<file path="config.mk">
export PLATFORM = sky130hd
export DESIGN_NAME = fpcmp_lane
export DESIGN_NICKNAME = d
export VERILOG_FILES = /design/src/rtl/fpcmp_pkg.sv /design/src/rtl/fpcmp_classify.sv /design/src/rtl/fpcmp_relate.sv /design/src/rtl/fpcmp_predicate.sv /design/src/rtl/fpcmp_lane.sv
export SDC_FILE = /design/constraint.sdc
export NUM_CORES = 1
export LEC_CHECK = 0
export BUFFER_PORTS_ARGS = -buffer_cell sky130_fd_sc_hd__buf_2
export CORE_ASPECT_RATIO = 0.7
export CORE_MARGIN = 2
export CORE_UTILIZATION = 45
export CTS_CLUSTER_DIAMETER = 50
export DETAILED_ROUTE_END_ITERATION = 10
export PLACE_DENSITY_LB_ADDON = 0.12
export SLEW_MARGIN = 10
export SYNTH_ARGS = -nofsm -noshare
export SYNTH_HDL_FRONTEND = slang
export SYNTH_SLANG_ARGS = --single-unit
export TNS_END_PERCENT = 10
</file>
<file path="constraint.sdc">
create_clock -name clk -period 3.3 [get_ports clk]
set_input_delay 0.66 -clock clk [delete_from_list [all_inputs] [get_ports clk]]
set_output_delay 0.66 -clock clk [all_outputs]
set_load 0.05 [all_outputs]
</file>
<file path="src/rtl/fpcmp_pkg.sv">
package fpcmp_pkg;

    // Geometry of the single-precision word
    localparam int EXP_W  = 8;
    localparam int MAN_W  = 23;
    localparam int FP_W   = 1 + EXP_W + MAN_W;
    localparam int CODE_W = 5;
    localparam int LEG_W  = 3;

    // Relation of A to B; numeric value indexes a 4-bit truth vector
    typedef enum logic [1:0] {
        REL_LT = 2'd0,
        REL_EQ = 2'd1,
        REL_GT = 2'd2,
        REL_UN = 2'd3
    } rel_e;

    // Per-operand classification
    typedef struct packed {
        logic sign;
        logic zero;
        logic subn;
        logic nan;
        logic snan;
    } fp_flags_t;

    // Registered outputs
    typedef struct packed {
        logic result;
        logic invalid;
        logic denorm;
    } cmp_out_t;

    // Code actually used after legacy restriction
    function automatic logic [CODE_W-1:0] effective_code(
        input logic [CODE_W-1:0] code,
        input logic              legacy
    );
        logic [CODE_W-1:0] keep;
        keep = CODE_W'((1 << LEG_W) - 1);
        return legacy ? (code & keep) : code;
    endfunction

    // Truth vector {un, gt, eq, lt} of the four root predicates
    function automatic logic [3:0] root_truth(input logic [1:0] sel);
        logic [3:0] t;
        unique case (sel)
            2'd0:    t = 4'b0010; // equal
            2'd1:    t = 4'b0001; // less
            2'd2:    t = 4'b0011; // less or equal
            default: t = 4'b1000; // unordered
        endcase
        return t;
    endfunction

endpackage

</file>
<file path="src/rtl/fpcmp_classify.sv">
module fpcmp_classify
    import fpcmp_pkg::*;
#(
    parameter int EW = EXP_W,
    parameter int MW = MAN_W,
    localparam int W    = 1 + EW + MW,
    localparam int MAGW = EW + MW
) (
    input  logic [W-1:0]    word_i,
    output fp_flags_t       flags_o,
    output logic [MAGW-1:0] mag_o
);
    logic [EW-1:0] exp_f;
    logic [MW-1:0] man_f;
    logic          exp_ones, exp_none, man_any;

    always_comb begin
        exp_f    = word_i[W-2 -: EW];
        man_f    = word_i[MW-1:0];
        exp_ones = &exp_f;
        exp_none = ~|exp_f;
        man_any  = |man_f;

        flags_o.sign = word_i[W-1];
        flags_o.zero = exp_none & ~man_any;
        flags_o.subn = exp_none & man_any;
        flags_o.nan  = exp_ones & man_any;
        flags_o.snan = exp_ones & man_any & ~man_f[MW-1];
        mag_o        = word_i[MAGW-1:0];
    end
endmodule

</file>
<file path="src/rtl/fpcmp_relate.sv">
module fpcmp_relate
    import fpcmp_pkg::*;
#(
    parameter int MAGW = EXP_W + MAN_W
) (
    input  fp_flags_t       fa_i,
    input  fp_flags_t       fb_i,
    input  logic [MAGW-1:0] ma_i,
    input  logic [MAGW-1:0] mb_i,
    output rel_e            rel_o
);
    logic mag_eq, mag_lt;

    always_comb begin
        mag_eq = (ma_i == mb_i);
        mag_lt = (ma_i <  mb_i);

        if (fa_i.nan || fb_i.nan)
            rel_o = REL_UN;
        else if (fa_i.zero && fb_i.zero)
            rel_o = REL_EQ;                     // signed zeros meet
        else if (fa_i.sign != fb_i.sign)
            rel_o = fa_i.sign ? REL_LT : REL_GT;
        else if (mag_eq)
            rel_o = REL_EQ;
        else if (mag_lt)
            rel_o = fa_i.sign ? REL_GT : REL_LT; // negatives reverse
        else
            rel_o = fa_i.sign ? REL_LT : REL_GT;
    end
endmodule

</file>
<file path="src/rtl/fpcmp_predicate.sv">
module fpcmp_predicate
    import fpcmp_pkg::*;
#(
    parameter int CW = CODE_W
) (
    input  logic [CW-1:0] code_i,
    input  logic          legacy_i,
    input  rel_e          rel_i,
    input  logic          nan_any_i,
    input  logic          snan_any_i,
    output logic          result_o,
    output logic          invalid_o
);
    logic [CW-1:0] eff;
    logic [3:0]    truth;
    logic          signals;

    always_comb begin
        eff   = effective_code(code_i, legacy_i);
        truth = root_truth(eff[1:0]);
        if (eff[2]) truth = ~truth;           // whole-table complement
        if (eff[3]) truth[3] = ~truth[3];     // unordered-only complement
        result_o  = truth[rel_i];
        signals   = (eff[1] ^ eff[0]) ^ eff[4];
        invalid_o = snan_any_i | (signals & nan_any_i);
    end
endmodule

</file>
<file path="src/rtl/fpcmp_lane.sv">
module fpcmp_lane
    import fpcmp_pkg::*;
#(
    parameter int EW = EXP_W,
    parameter int MW = MAN_W,
    parameter int CW = CODE_W,
    localparam int W    = 1 + EW + MW,
    localparam int MAGW = EW + MW
) (
    input  logic          clk,
    input  logic          rst,
    input  logic [W-1:0]  a_i,
    input  logic [W-1:0]  b_i,
    input  logic [CW-1:0] pred_i,
    input  logic          legacy_i,
    output logic          result_o,
    output logic          invalid_o,
    output logic          denorm_o
);
    logic [W-1:0]    word   [2];
    fp_flags_t       flags  [2];
    logic [MAGW-1:0] mag    [2];
    rel_e            rel;
    cmp_out_t        next_q, out_q;
    logic            res_c, inv_c;

    assign word[0] = a_i;
    assign word[1] = b_i;

    for (genvar i = 0; i < 2; i++) begin : g_cls
        fpcmp_classify #(.EW(EW), .MW(MW)) u_cls (
            .word_i  (word[i]),
            .flags_o (flags[i]),
            .mag_o   (mag[i])
        );
    end

    fpcmp_relate #(.MAGW(MAGW)) u_rel (
        .fa_i  (flags[0]),
        .fb_i  (flags[1]),
        .ma_i  (mag[0]),
        .mb_i  (mag[1]),
        .rel_o (rel)
    );

    fpcmp_predicate #(.CW(CW)) u_pred (
        .code_i     (pred_i),
        .legacy_i   (legacy_i),
        .rel_i      (rel),
        .nan_any_i  (flags[0].nan  | flags[1].nan),
        .snan_any_i (flags[0].snan | flags[1].snan),
        .result_o   (res_c),
        .invalid_o  (inv_c)
    );

    always_comb begin
        next_q.result  = res_c;
        next_q.invalid = inv_c;
        next_q.denorm  = flags[0].subn | flags[1].subn;
    end

    always_ff @(posedge clk) begin
        if (rst) out_q <= '0;
        else     out_q <= next_q;
    end

    assign result_o  = out_q.result;
    assign invalid_o = out_q.invalid;
    assign denorm_o  = out_q.denorm;
endmodule

</file>
==> impl_metrics.tcl, run 1 <==
set metrics [dict create \
    outcome "completed" \
    p_leak_nw 0.9987 \
    num_vias 1616 \
    num_rows 16 \
    synth-adder-area-share_pct 31.28 \
    critPathBufInv 1 \
    syn_area_per_cell_um2 7.352 \
    synth.ff_latch_count 3 \
    drive_gt1_share_pct 33.84 \
    fmax_ghz 0.3624 \
    grt_pass1_vias 1407 \
    core_um2 2843 \
    cts_max_path_buffers 2 \
    max-vdd-ir-drop_v 0.0001461 \
    routed_wl_mm 3.680 \
    cts_tree "done" \
    clk_pin_slew_ns 0.03 \
    max_stage_delay_ns 0.56 \
    dp_hpwl_mm 3.390 \
    finalSetupViolCount 0 \
    worstSetupPathType "in2reg" \
    initial_core_util_pct 47.84 \
    dr.pass1.iters 4 \
    clock_sinks 3 \
    drt-wirelength-per-cell_um 12.31 \
    post-route-period-util_pct 83.62 \
    worstSetupEndpointType "register" \
    cts-resized-gates 0 \
    synth_xor_area_share_pct 1.288 \
    syn_area_um2 1360 \
    crit_chain "buf_2 -> or4_4 -> or4_4 -> nor4_4 -> nor2b_2 -> a21o_1 -> a221oi_2 -> o311ai_1" \
    start_kind "input port" \
    postCtsSetupBuffers 0 \
    gp_congestion 0.8641 \
    fin_crit_ns 2.759 \
    drtIter0Drc 43 \
    htree_levels 1 \
    ys_types 38 \
    antenna_found_initial 0 \
    synth_top_family_by_area "simple AND/OR/NAND/NOR gates" \
    worst_path_most_repeated_cell "or4_4" \
    rsz0062_at_grt "false" \
    synthFlopType "dfxtp_1" \
    drc_errors 0 \
    vias_per_cell 5.405 \
    area_growth_syn_to_layout_pct 33.85 \
    synth_fp_nets 291 \
    io_pins 75 \
    cts-hold-fix-buffers 0 \
    drv_cap 0 \
    grt_pass1_wl_mm 5.906 \
    ant_nets 0 \
    p_per_area_nw_per_um2 179.0 \
    cp_top_family "simple AND/OR/NAND/NOR gates" \
    synth_compound_area_share_pct 16.74 \
    synth-seq-area-share_pct 4.416 \
    worst_hold_slack_ns 0.6681 \
    synth-edff-count 0 \
    final_common_cell "buf_2" \
    slew_headroom_pct 64.95 \
    layout_common_cells "buf_2, ha_1, inv_1, a21oi_1, nand2_1" \
    die-area_um2 3485 \
    final_max_slew_viol_count 0 \
    arrival_ns 2.84 \
    ys_warn_count 0 \
    dpl_cell_area_um2 1775 \
    synth-async-reset-ratio_pct 0 \
    diodes 0 \
    muxShareOfSynthArea_pct 0 \
    grt_max_degree 6 \
    cts_root_buf "clkbuf_8" \
    postLayoutCellArea_um2 1821 \
    grt_use_total_pct 20.67 \
    die_y_um 50.00 \
    worstMarginPinSlew_ns 0.5209 \
    crit_path_top_delay_cell "or4_4" \
    finalSetupTns_ns 0 \
    numCtsBuffers 3 \
    utilization_pct 64.04 \
    synth-simple-area-share_pct 37.17 \
    cp_data_required_time_ns 3.38 \
    hold_violations 0 \
    portBuffers 74 \
    nets 370 \
    path_max_fanout 3 \
    hp-class "in2reg" \
    globalRouteOverflowTotal 0 \
    die_w_um 69.71 \
    synthCells 185 \
]
-- cells in the mapped netlist, types with 2 or more instances --
| master | count | area, um^2 |
|---|---|---|
| or4_4 | 3 | 33.78 |
| nand2_1 | 14 | 52.55 |
| inv_1 | 33 | 123.9 |
| a21oi_1 | 14 | 70.07 |
| dfxtp_1 | 3 | 60.06 |
| o211ai_1 | 2 | 15.01 |
| nor3_1 | 6 | 30.03 |
| nand4_1 | 11 | 68.82 |
| nor4_2 | 3 | 37.54 |
| nand4_4 | 2 | 42.54 |
| o21ai_1 | 3 | 15.01 |
| o21ai_0 | 3 | 15.01 |
| nor2_1 | 11 | 41.29 |
| or4_1 | 3 | 22.52 |
| nand2b_1 | 2 | 12.51 |
| nand3_1 | 4 | 20.02 |
| nor2b_1 | 4 | 25.02 |
| nor4_1 | 8 | 50.05 |
| ha_1 | 34 | 425.4 |
| xnor2_1 | 2 | 17.52 |
| a211oi_1 | 3 | 22.52 |
-- logic make-up after synthesis --
| kind of cell | after synthesis |
|---|---|
| and+or+nand+nor | 78 |
| AOI/OAI and AO/OA | 35 |
| adders and majority gates | 34 |
| buffers and inverters | 33 |
| DFF | 3 |
| xor gates and xnor gates | 2 |
-- report_power, final --
group,internal (mW),switching (mW),total [mW]
registers,0.0381,0.000258,0.0384
clock network,0.0822,0.0223,0.104
logic,0.0841,0.0989,0.183
-- metal layers --
layer | part of all wire [%] | global-route usage [%] | vias to the layer above
met5 | 0 | 0 | -
met4 | 0 | 1.603 | 0
met3 | 8.6 | 3.885 | 0
met2 | 41 | 32.05 | 65
met1 | 51 | 30.79 | 704
li1 | - | - | 847
-- final cells by class --
type | count | area, um^2
multi-input combinational | 149 | 1176
fill | 262 | 1022
sequential | 3 | 60.06
clock buffer | 4 | 45.04
inverter | 33 | 123.9
timing repair buffer | 74 | 370.4
tap | 36 | 45.04
-- worst paths after layout --
kind | start | end | slack (ns) | cells after the start
worst max-delay path | a_i[28] | result_o | 0.54 | 8
worst min-delay path | rst | denorm_o | 0.67 | 2
-- through the flow --
stage | total power [mW] | setup WS (ns) | instances
6_report | 0.3259 | 0.5405 | 299
2_1_floorplan | 0.1373 | 0.5628 | 185
3_3_place_gp | 0.2183 | 0.3836 | 295
5_1_grt | 0.3579 | 0.4656 | 299
3_5_place_dp | 0.2194 | 0.3178 | 295
4_1_cts | 0.3281 | 0.5388 | 299
-- state kept, by name (all words and copies together), names as in the netlist --
| register | count |
|---|---|
| denorm_o | 1 |
| invalid_o | 1 |
| result_o | 1 |
No activity file was read; power rests on OpenSTA's default activity.
==> run 2, diff against run 1 <==
==> constraint.sdc (replaced) <==
create_clock -name clk -period 2.65 [get_ports clk]
set_input_delay 0.53 -clock clk [delete_from_list [all_inputs] [get_ports clk]]
set_output_delay 0.53 -clock clk [all_outputs]
set_load 0.05 [all_outputs]
==> run 2 against run 1 <==
Against the previous run: critical path depth is the same; critical path type unchanged; combinational power rose by 34%; cell count is 5.4% higher; wire length grew 7.7%.
==> impl_metrics.tcl, run 2 (synthesis results as in run 1) <==
set metrics [dict create \
    outcome "completed" \
    finalSetupViolCount 0 \
    drtIter0Drc 76 \
    finalWorstSetupSlack_ns 0.06690 \
    layout_common_cells "buf_2, ha_1, inv_1, buf_4" \
    diodes 0 \
    ant_nets 0 \
    post-route-period-util_pct 97.48 \
    min_from "rst" \
    clk_pin_slew_ns 0.03 \
    worstSetupPathType "in2reg" \
    drive_gt1_share_pct 37.99 \
    final_max_slew_viol_count 0 \
    routed_wl_mm 3.962 \
    grt_max_degree 6 \
    p_leak_nw 1.076 \
    io_pins 75 \
    postCtsSetupBuffers 0 \
    grt_pass1_wl_mm 6.837 \
    antenna_found_initial 0 \
    num_rows 16 \
    worstMarginPinSlew_ns 0.5242 \
    crit_path_top_delay_cell "or4_4" \
    cp_data_required_time_ns 2.73 \
    grt_use_met1_pct 33.13 \
    slew_headroom_pct 64.73 \
    grt_use_total_pct 23.88 \
    fin_crit_ns 2.583 \
    cts_root_buf "clkbuf_8" \
    start_kind "input port" \
    rsz0062_at_grt "true" \
    numCtsBuffers 3 \
    hold_violations 0 \
    busiest_layer "met2" \
    cts_max_path_buffers 2 \
    use_met2_pct 39.42 \
    grt.met3_usage_pct 4.908 \
    place_ws_ns -0.2073 \
    gp_congestion 0.8619 \
    max-vdd-ir-drop_v 0.0001483 \
    htree_levels 1 \
    arrival_ns 2.66 \
    drc_errors 0 \
    hp-class "in2reg" \
    dr.pass1.iters 4 \
    die_y_um 50.00 \
    drv_cap 0 \
    die_w_um 69.71 \
    portBuffers 74 \
    path_max_fanout 3 \
    p_per_area_nw_per_um2 220.5 \
    worst_hold_path.endpoint "denorm_o" \
    max_stage_delay_ns 0.56 \
    drt-wirelength-per-cell_um 12.58 \
    grt_pass1_vias 1626 \
    nets 386 \
    finalSetupTns_ns 0 \
    vias_per_cell 5.352 \
    die-area_um2 3485 \
    dp_hpwl_mm 3.625 \
    core_um2 2843 \
    critPathBufInv 1 \
    globalRouteOverflowTotal 0 \
    worst_hold_slack_ns 0.5329 \
    clock_sinks 3 \
    crit_chain "buf_2 -> or4_4 -> or4_4 -> nor4_4 -> nor2b_2 -> a21o_1 -> a221oi_2 -> o311ai_1" \
    worst_path_most_repeated_cell "or4_4" \
    final_common_cell "buf_2" \
    initial_core_util_pct 47.84 \
    cp_top_family "simple AND/OR/NAND/NOR gates" \
    worstSetupEndpointType "register" \
    area_growth_syn_to_layout_pct 42.96 \
    hold-path-cell-count 2 \
    num_vias 1686 \
    cts_tree "done" \
    fmax_ghz 0.3871 \
    dpl_cell_area_um2 1896 \
    postLayoutCellArea_um2 1944 \
]
==> run 2: changes by cell type in the layout (fill, tap and decap cells not counted), sizes merged <==
cell	before	now
buf	74	90
==> run 2: what timing repair did <==
action	CTS	global route
gates resized for setup	0	1
endpoints found under the setup margin	0	1
hold buffers	0	0
==> run 2: worst max path at each step <==
stage | startpoint | to | cells past startpoint
after global routing | a_i[28] | result_o | 8
final | a_i[28] | result_o | 8
after CTS | a_i[24] | result_o | 8
after global placement | a_i[28] | result_o | 8
after floorplan | a_i[28] | result_o | 7
after detailed placement | a_i[24] | result_o | 8
==> run 2: metal layers <==
layer | vias to the layer above | routed length (um)
met5 | - | 0
met4 | 0 | 27
met3 | 4 | 298
met2 | 68 | 1634
met1 | 734 | 2003
li1 | 880 | -
==> run 2: stage by stage <==
| stage | util [%] | power [mW] | cells |
|---|---|---|---|
| after floorplan | - | 0.1709 | 185 |
| after global placement | 66.68 | 0.2883 | 311 |
| after detailed placement | 66.68 | 0.2920 | 311 |
| after CTS | 68.27 | 0.4307 | 315 |
| after global routing | 68.40 | 0.4743 | 315 |
| final | 68.40 | 0.4288 | 315 |
==> run 2: area by class of cell <==
class,count,area (um^2)
Tap cell,36,45.04
Timing Repair Buffer,90,490.5
Multi-Input combinational cell,149,1180
Fill cell,268,898.4
Clock buffer,4,45.04
Sequential cell,3,60.06
Inverter,33,123.9
==> run 2: power by group <==
part           leakage (nW)  internal, mW  switching, mW
combinational          1.03         0.120          0.126
clock                0.0228         0.103         0.0322
sequential           0.0244        0.0474       0.000388
total                  1.08         0.270          0.159
